`src/rtl/slp_pkg.sv`:
```
package slp_pkg;

    // Events derived from the inputs and the current sleep state.
    typedef struct packed {
        logic enter;      // accepted sleep decode while awake
        logic wdt_wake;   // watchdog time-out while asleep
        logic ext_wake;   // external wake while asleep, no time-out
        logic awake_tmo;  // watchdog time-out while awake, no decode
    } slp_evt_t;

    typedef struct packed {
        logic to;
        logic pd;
    } slp_stat_t;

    typedef struct packed {
        logic asleep;
        logic wdt_clr;
        logic post_clr;
    } slp_pwr_t;

    localparam slp_stat_t STAT_RESET = '{to: 1'b1, pd: 1'b1};
    localparam slp_pwr_t  PWR_RESET  = '{asleep: 1'b0, wdt_clr: 1'b0, post_clr: 1'b0};

endpackage

```
`src/rtl/slp_decode.sv`:
```
module slp_decode #(
    parameter int                   INSTR_W      = 16,
    parameter logic [INSTR_W-1:0]   SLEEP_OPCODE = 16'h0003
) (
    input  logic [INSTR_W-1:0] instr_i,
    input  logic               vld_i,
    output logic               hit_o
);

    always_comb begin
        hit_o = vld_i && (instr_i == SLEEP_OPCODE);
    end

endmodule

```
`src/rtl/slp_power.sv`:
```
module slp_power
    import slp_pkg::*;
(
    input  logic     clk,
    input  logic     rst_n,
    input  logic     hit_i,
    input  logic     tmo_i,
    input  logic     wake_i,
    output slp_evt_t evt_o,
    output logic     asleep_o,
    output logic     wdt_clr_o,
    output logic     post_clr_o
);

    slp_pwr_t pwr_d, pwr_q;
    slp_evt_t evt;

    always_comb begin
        evt.enter     = hit_i && !pwr_q.asleep;
        evt.wdt_wake  = pwr_q.asleep && tmo_i;
        evt.ext_wake  = pwr_q.asleep && wake_i && !tmo_i;
        evt.awake_tmo = !pwr_q.asleep && tmo_i && !hit_i;

        pwr_d          = pwr_q;
        pwr_d.wdt_clr  = evt.enter;
        pwr_d.post_clr = evt.enter;
        if (evt.enter) begin
            pwr_d.asleep = 1'b1;
        end else if (evt.wdt_wake || evt.ext_wake) begin
            pwr_d.asleep = 1'b0;
        end
    end

    always_ff @(posedge clk or negedge rst_n) begin
        if (!rst_n) begin
            pwr_q <= PWR_RESET;
        end else begin
            pwr_q <= pwr_d;
        end
    end

    assign evt_o      = evt;
    assign asleep_o   = pwr_q.asleep;
    assign wdt_clr_o  = pwr_q.wdt_clr;
    assign post_clr_o = pwr_q.post_clr;

endmodule

```
`src/rtl/slp_status.sv`:
```
module slp_status
    import slp_pkg::*;
(
    input  logic     clk,
    input  logic     rst_n,
    input  slp_evt_t evt_i,
    output logic     to_o,
    output logic     pd_o
);

    slp_stat_t stat_d, stat_q;

    always_comb begin
        stat_d = stat_q;
        if (evt_i.enter) begin
            stat_d.to = 1'b1;
            stat_d.pd = 1'b0;
        end else if (evt_i.wdt_wake || evt_i.awake_tmo) begin
            stat_d.to = 1'b0;
        end
    end

    always_ff @(posedge clk or negedge rst_n) begin
        if (!rst_n) begin
            stat_q <= STAT_RESET;
        end else begin
            stat_q <= stat_d;
        end
    end

    assign to_o = stat_q.to;
    assign pd_o = stat_q.pd;

endmodule

```
`src/rtl/slp_ctrl.sv`:
```
module slp_ctrl
    import slp_pkg::*;
#(
    parameter int                   INSTR_W      = 16,
    parameter logic [INSTR_W-1:0]   SLEEP_OPCODE = 16'h0003
) (
    input  logic               clk,
    input  logic               rst_n,
    input  logic [INSTR_W-1:0] instr_i,
    input  logic               instr_vld_i,
    input  logic               wdt_timeout_i,
    input  logic               wake_i,
    output logic               to_o,
    output logic               pd_o,
    output logic               wdt_clr_o,
    output logic               wdt_post_clr_o,
    output logic               sleep_o
);

    logic     hit;
    slp_evt_t evt;

    slp_decode #(
        .INSTR_W      (INSTR_W),
        .SLEEP_OPCODE (SLEEP_OPCODE)
    ) u_decode (
        .instr_i (instr_i),
        .vld_i   (instr_vld_i),
        .hit_o   (hit)
    );

    slp_power u_power (
        .clk        (clk),
        .rst_n      (rst_n),
        .hit_i      (hit),
        .tmo_i      (wdt_timeout_i),
        .wake_i     (wake_i),
        .evt_o      (evt),
        .asleep_o   (sleep_o),
        .wdt_clr_o  (wdt_clr_o),
        .post_clr_o (wdt_post_clr_o)
    );

    slp_status u_status (
        .clk   (clk),
        .rst_n (rst_n),
        .evt_i (evt),
        .to_o  (to_o),
        .pd_o  (pd_o)
    );

endmodule

```
`config.mk`:
```
export PLATFORM = sky130hd
export DESIGN_NAME = slp_ctrl
export DESIGN_NICKNAME = d
export VERILOG_FILES = /design/src/rtl/slp_pkg.sv /design/src/rtl/slp_decode.sv /design/src/rtl/slp_power.sv /design/src/rtl/slp_status.sv /design/src/rtl/slp_ctrl.sv
export SDC_FILE = /design/constraint.sdc
export NUM_CORES = 1
export LEC_CHECK = 0
export BUFFER_PORTS_ARGS = -buffer_cell sky130_fd_sc_hd__buf_2
export CORE_AREA = 4 4 41 43
export DETAILED_ROUTE_END_ITERATION = 7
export DIE_AREA = 0 0 45 47
export PLACE_DENSITY = 0.5
export REMOVE_ABC_BUFFERS = 1
export SYNTH_ARGS = -nofsm -noshare
export SYNTH_HDL_FRONTEND = slang
export SYNTH_SLANG_ARGS = --single-unit
```
`constraint.sdc`:
```
create_clock -name clk -period 2 [get_ports clk]
set_input_delay 0.1 -clock clk [delete_from_list [all_inputs] [get_ports clk]]
set_output_delay 0.1 -clock clk [all_outputs]
set_load 0.02 [all_outputs]
```
==> results.sh, run 1 <==
export IMPL_status="finished, final reports clean"
export IMPL_p_leak_nw=0.200
export IMPL_root_buffer="clkbuf_4"
export IMPL_grt_pass1_wl_um=869
export IMPL_fp_dieH_um=47
export IMPL_maxCapViolCount=0
export IMPL_critPathCapture="u_status.pd_o"
export IMPL_period_needed_ps=1130
export IMPL_place_area_sq_um=352
export IMPL_cts_resized=0
export IMPL_synth_cells=19
export IMPL_drtAntennaViolNets=0
export IMPL_cts_setup_buffers=0
export IMPL_ys_ff_latch=4
export IMPL_wl_per_cell_um=11.0
export IMPL_synth_top_area_share_pct=24.4
export IMPL_rsz0062_at_grt="false"
export IMPL_setup_tns_ps=0
export IMPL_drt_pre_antenna_iters=1
export IMPL_p_comb_share_pct=13.7
export IMPL_clk_pin_slew_ps=40
export IMPL_num_antenna_cells=0
export IMPL_hpwl_um=622
export IMPL_whs_ps=44.9
export IMPL_worst_ep_required_time_ps=2160
export IMPL_num_rows=13
export IMPL_postLayoutCellArea_sq_um=384
export IMPL_cts_buffer_depth=2
export IMPL_yosys_cell_types_count=14
export IMPL_switching_share_pct=19.7
export IMPL_critPathKind="reg -> reg"
export IMPL_antenna_found_initial=0
export IMPL_yosys_top_cells_area="dfstp_2 24%, dfrtp_1 23%, nor4_2 12%"
export IMPL_clkPwrFrac_pct=47.1
export IMPL_clock_fmax_mhz=886
export IMPL_clock_sinks=4
export IMPL_maxSlewViolCount=0
export IMPL_final_cell_mix="25 x buf_2, 3 x clkbuf_4"
export IMPL_die_area_sq_um=2120
export IMPL_synth_warnings=0
export IMPL_crit_path_end_kind="flip-flop"
export IMPL_path_max_fanout=3
export IMPL_port_buffers=25
export IMPL_layout_commonest_cell="buf_2"
export IMPL_r2r_start="u_power.asleep_o"
export IMPL_vias=248
export IMPL_dr_first_iter_drc_count=0
export IMPL_num_io_pins=26
export IMPL_hold_class="in -> reg"
export IMPL_place_gp_congestion=0.652
export IMPL_syn2layout_area_growth_pct=78.5
export IMPL_fin_cells=62
export IMPL_r2r_end="u_status.pd_o"
export IMPL_syn_area_per_cell_sq_um=11.3
export IMPL_cts_inserted_buffers=3
export IMPL_grt_overflow_total=0
export IMPL_seqCellArea_sq_um=103
export IMPL_final_net_count=70
export IMPL_fin_crit_sh_pct=56.5
export IMPL_cts_tree="done"
export IMPL_internal_power_mw=0.167
export IMPL_grt_util_all_layers_pct=6.65
export IMPL_setup_viol=0
export IMPL_clkLatencyLatePin_ps=230
export IMPL_seq_area_frac_synth_pct=47.7
export IMPL_utilization_pct=29.5
export IMPL_peakVddDrop_uv=121
export IMPL_drc_errors=0
export IMPL_power_density_nw_per_um2=541
export IMPL_viasPerCell=4.00
export IMPL_synth_area_sq_um=215
export IMPL_multi_input_comb_area_sq_um=101
export IMPL_core_area_sq_um=1300
export IMPL_grt_max_degree=5
export IMPL_drive_gt1_share_pct=70.2
export IMPL_r2r_cells=3
export IMPL_relSlewSlack_pct=82.3
export IMPL_crit_start="u_power.asleep_o"
export IMPL_worstHoldStart="wdt_timeout_i"
export IMPL_start_kind="flip-flop"
export IMPL_die_w_um=45
export IMPL_skew_ps=5.08
export IMPL_detail_route_wirelength_um=684
export IMPL_reg2reg_slack_ps=870
export IMPL_fillers=147
export IMPL_placedCellCount=58
export IMPL_grt_pass1_vias=242
export IMPL_seqPwrFrac_pct=39.3
export IMPL_critPathArrivalTime_ps=1290
export IMPL_hold_violations=0
export IMPL_htree_levels=1
export IMPL_ctsHoldBuffers=1
export IMPL_tightest_slew_ps=264
export IMPL_yosysTopAreaCell="dfstp_2"
export IMPL_start_util_pct=16.5
export IMPL_p_switching_mw=0.0410
-- cells in the mapped netlist --
master	n
inv_1	1
nor4b_2	1
o21a_1	1
nor2_1	2
nor4_2	2
and4bb_1	1
nand2_1	2
o21ai_1	1
o22ai_1	1
nand3_1	1
dfrtp_1	2
dfstp_2	2
buf_4	1
and4b_1	1
-- layout make-up --
type                            instances  share of cell area (%)
Timing Repair Buffer                   26                    35.2
Multi-Input combinational cell         13                    26.4
Sequential cell                         4                    26.7
Inverter                                1                   0.977
Tap cell                               15                    4.89
Clock buffer                            3                    5.86
-- critical path, stage by stage, from the launching register on --
cell and delay (ps):
dfrtp_1 390, nor4b_2 290, nand3_1 170, o21a_1 200
-- sequential cells by signal, summed over array words and instances (netlist names) --
signal / cells
u_status.pd_o: 1
u_power.asleep_o: 1
u_power.wdt_clr_o: 1
u_status.to_o: 1
-- worst min-delay path by stage --
stage,to,slack [ps],depth (start not counted)
final,u_status.to_o,40,2
after global routing,u_status.to_o,50,2
after CTS,u_status.to_o,40,2
after detailed placement,u_power.wdt_clr_o,-90,1
after global placement,u_power.wdt_clr_o,-90,1
after floorplan,u_power.asleep_o,-200,0
-- power by group through the flow --
stage | registers (mW) | logic (mW) | clock network (mW)
after floorplan | 0.0825 | 0.00472 | 0
after global placement | 0.0825 | 0.0272 | 0
after detailed placement | 0.0825 | 0.0274 | 0
after CTS | 0.0815 | 0.0290 | 0.105
after global routing | 0.0815 | 0.0312 | 0.106
final | 0.0816 | 0.0284 | 0.0977
-- routing by layer --
metal	vias up	part of all wire [%]	global-route usage [%]	wire, um
li1	126	-	-	-
met1	96	36	5.72	246
met2	26	39	10.2	267
met3	0	25	4.21	171
met4	0	0	7.02	0
met5	-	0	0	0
-- stage by stage --
stage	power, mW	setup WS (ps)
2_1_floorplan	0.0872	873
3_3_place_gp	0.110	919
3_5_place_dp	0.110	892
4_1_cts	0.216	879
5_1_grt	0.219	810
6_report	0.208	871
-- logic make-up after synthesis --
logic type             count (synthesis)  synth area share [%]
DFF                                    4                  47.7
buffers and inverters                  2                  5.23
AOI/OAI and AO/OA                      3                  8.72
and+or+nand+nor                       10                  38.4
Power figures use the tool's default switching activity.
==> run 2, diff against run 1 <==
clock period = 1.1 ns   (was 2 ns; I/O delays follow)
==> results.sh, run 2 (synthesized netlist as in run 1, its figures left out) <==
export IMPL_placedCellCount=59
export IMPL_utilization_pct=31.2
export IMPL_skew_ps=10.5
export IMPL_syn2layout_area_growth_pct=88.4
export IMPL_grt_pass1_wl_um=952
export IMPL_clkLatencyLatePin_ps=240
export IMPL_fin_cells=65
export IMPL_antenna_found_initial=0
export IMPL_vias=262
export IMPL_worst_slack_ps=-9.44
export IMPL_cpPeakStageDelay_ps=380
export IMPL_peakVddDrop_uv=411
export IMPL_drt_pre_antenna_iters=4
export IMPL_hold_class="in -> reg"
export IMPL_root_buffer="clkbuf_4"
export IMPL_start_kind="flip-flop"
export IMPL_grt_overflow_total=0
export IMPL_clkPwrFrac_pct=49.9
export IMPL_drtAntennaViolNets=0
export IMPL_wl_per_cell_um=10.0
export IMPL_htree_levels=1
export IMPL_power_density_nw_per_um2=995
export IMPL_num_rows=13
export IMPL_fp_dieH_um=47
export IMPL_die_w_um=45
export IMPL_p_leak_nw=0.211
export IMPL_num_antenna_cells=0
export IMPL_violations="setup timing"
export IMPL_switching_share_pct=20.7
export IMPL_relSlewSlack_pct=81.8
export IMPL_fin_crit_sh_pct=101
export IMPL_path_max_fanout=3
export IMPL_critPathKind="reg -> reg"
export IMPL_postLayoutCellArea_sq_um=405
export IMPL_whs_ps=73.1
export IMPL_setup_viol=1
export IMPL_internal_power_mw=0.320
export IMPL_worst_ep_required_time_ps=1260
export IMPL_maxSlewViolCount=0
export IMPL_period_needed_ps=1110
export IMPL_critPathArrivalTime_ps=1270
export IMPL_power_mw=0.404
export IMPL_final_net_count=72
export IMPL_grt_max_degree=5
export IMPL_cts_buffer_depth=2
export IMPL_rsz0062_at_grt="true"
export IMPL_num_io_pins=26
export IMPL_core_area_sq_um=1300
export IMPL_clk_pin_slew_ps=40
export IMPL_start_util_pct=16.5
export IMPL_tightest_slew_ps=271
export IMPL_die_area_sq_um=2120
export IMPL_critPathBufInv=0
export IMPL_seqPwrFrac_pct=36.7
export IMPL_cts_inserted_buffers=3
export IMPL_cts_resized=0
export IMPL_drc_errors=0
export IMPL_place_gp_congestion=0.634
export IMPL_p_switching_mw=0.0836
export IMPL_maxCapViolCount=0
export IMPL_place_area_sq_um=359
export IMPL_cts_tree="done"
export IMPL_viasPerCell=4.03
export IMPL_hold_violations=0
export IMPL_grt_pass1_vias=249
export IMPL_final_cell_mix="25 x buf_2, 3 x clkbuf_4"
export IMPL_detail_route_wirelength_um=652
export IMPL_p_comb_share_pct=13.4
export IMPL_crit_path_end_kind="flip-flop"
export IMPL_layout_commonest_cell="buf_2"
export IMPL_path_cells="nor4b_2 > nand3_1 > o21a_1"
export IMPL_clock_sinks=4
export IMPL_status="complete, but fails checks"
export IMPL_dr_first_iter_drc_count=2
export IMPL_cp_top_family="simple AND/OR/NAND/NOR gates"
export IMPL_port_buffers=25
export IMPL_clock_fmax_mhz=901
export IMPL_grt_util_all_layers_pct=6.97
export IMPL_drive_gt1_share_pct=68.0
export IMPL_cp_slowest_cell="dfrtp_1"
## run 2: changes by cell type in the layout (fill, tap and decap cells not counted), sizes merged
cell	change
dlygate4sd3	+1
clkbuf	+1
buf	+1
## run 2: metal layers
layer,up-vias,share of wire [%],wire (um),GRT usage [%]
li1,132,-,-,-
met1,102,43,281,8.94
met2,28,33,214,7.34
met3,0,24,156,6.51
met4,0,0,0,3.51
met5,-,0,0,0
## run 2: timing repair
action	in CTS	in global routing
buffers inserted	0	0
cloned	0	0
endpoints found under the setup margin	1	3
pin swaps	1	0
hold buffers	2	0
endpoints found under the hold margin	5	0
## run 2: worst min-delay path: stages
cell and delay, ps:
buf_2 80, nor2_1 40, nand2_1 50, o21ai_1 50
## run 2: path summary, 6_finish.rpt
| kind | startpoint | to | slack (ps) | cells past startpoint |
|---|---|---|---|---|
| min in group asynchronous | rst_n | u_power.wdt_clr_o | 150 | 2 |
| worst max register to register | u_power.asleep_o | u_status.pd_o | -9 | 3 |
| worst min register to register | u_status.pd_o | u_status.pd_o | 450 | 1 |
| max in group asynchronous | rst_n | u_status.to_o | 740 | 2 |
| worst min-delay path | wake_i | u_power.asleep_o | 70 | 4 |
| worst max-delay path | u_power.asleep_o | u_status.pd_o | -9 | 3 |
## run 2: metrics by stage
stage | setup TNS [ps] | setup WS [ps]
floorplan | -27.0 | -27.0
global placement | 0 | 31.6
detailed placement | -3.12 | -3.12
CTS | -16.9 | -16.9
global route | -251 | -104
finish | -9.44 | -9.44
## run 2: final cells by class
| class | instances | area [sq um] |
|---|---|---|
| sequential | 4 | 103 |
| tap | 15 | 18.8 |
| inverter | 1 | 3.75 |
| fill | 151 | 896 |
| clock buffer | 4 | 26.3 |
| multi-input combinational | 13 | 101 |
| timing repair buffer | 28 | 153 |
## run 2: power by group through the flow
| stage | sequential, mW | combinational (mW) | clock, mW |
|---|---|---|---|
| 2_1_floorplan | 0.150 | 0.00858 | 0 |
| 3_3_place_gp | 0.150 | 0.0493 | 0 |
| 3_5_place_dp | 0.150 | 0.0497 | 0 |
| 4_1_cts | 0.148 | 0.0554 | 0.211 |
| 5_1_grt | 0.148 | 0.0603 | 0.216 |
| 6_report | 0.148 | 0.0542 | 0.201 |
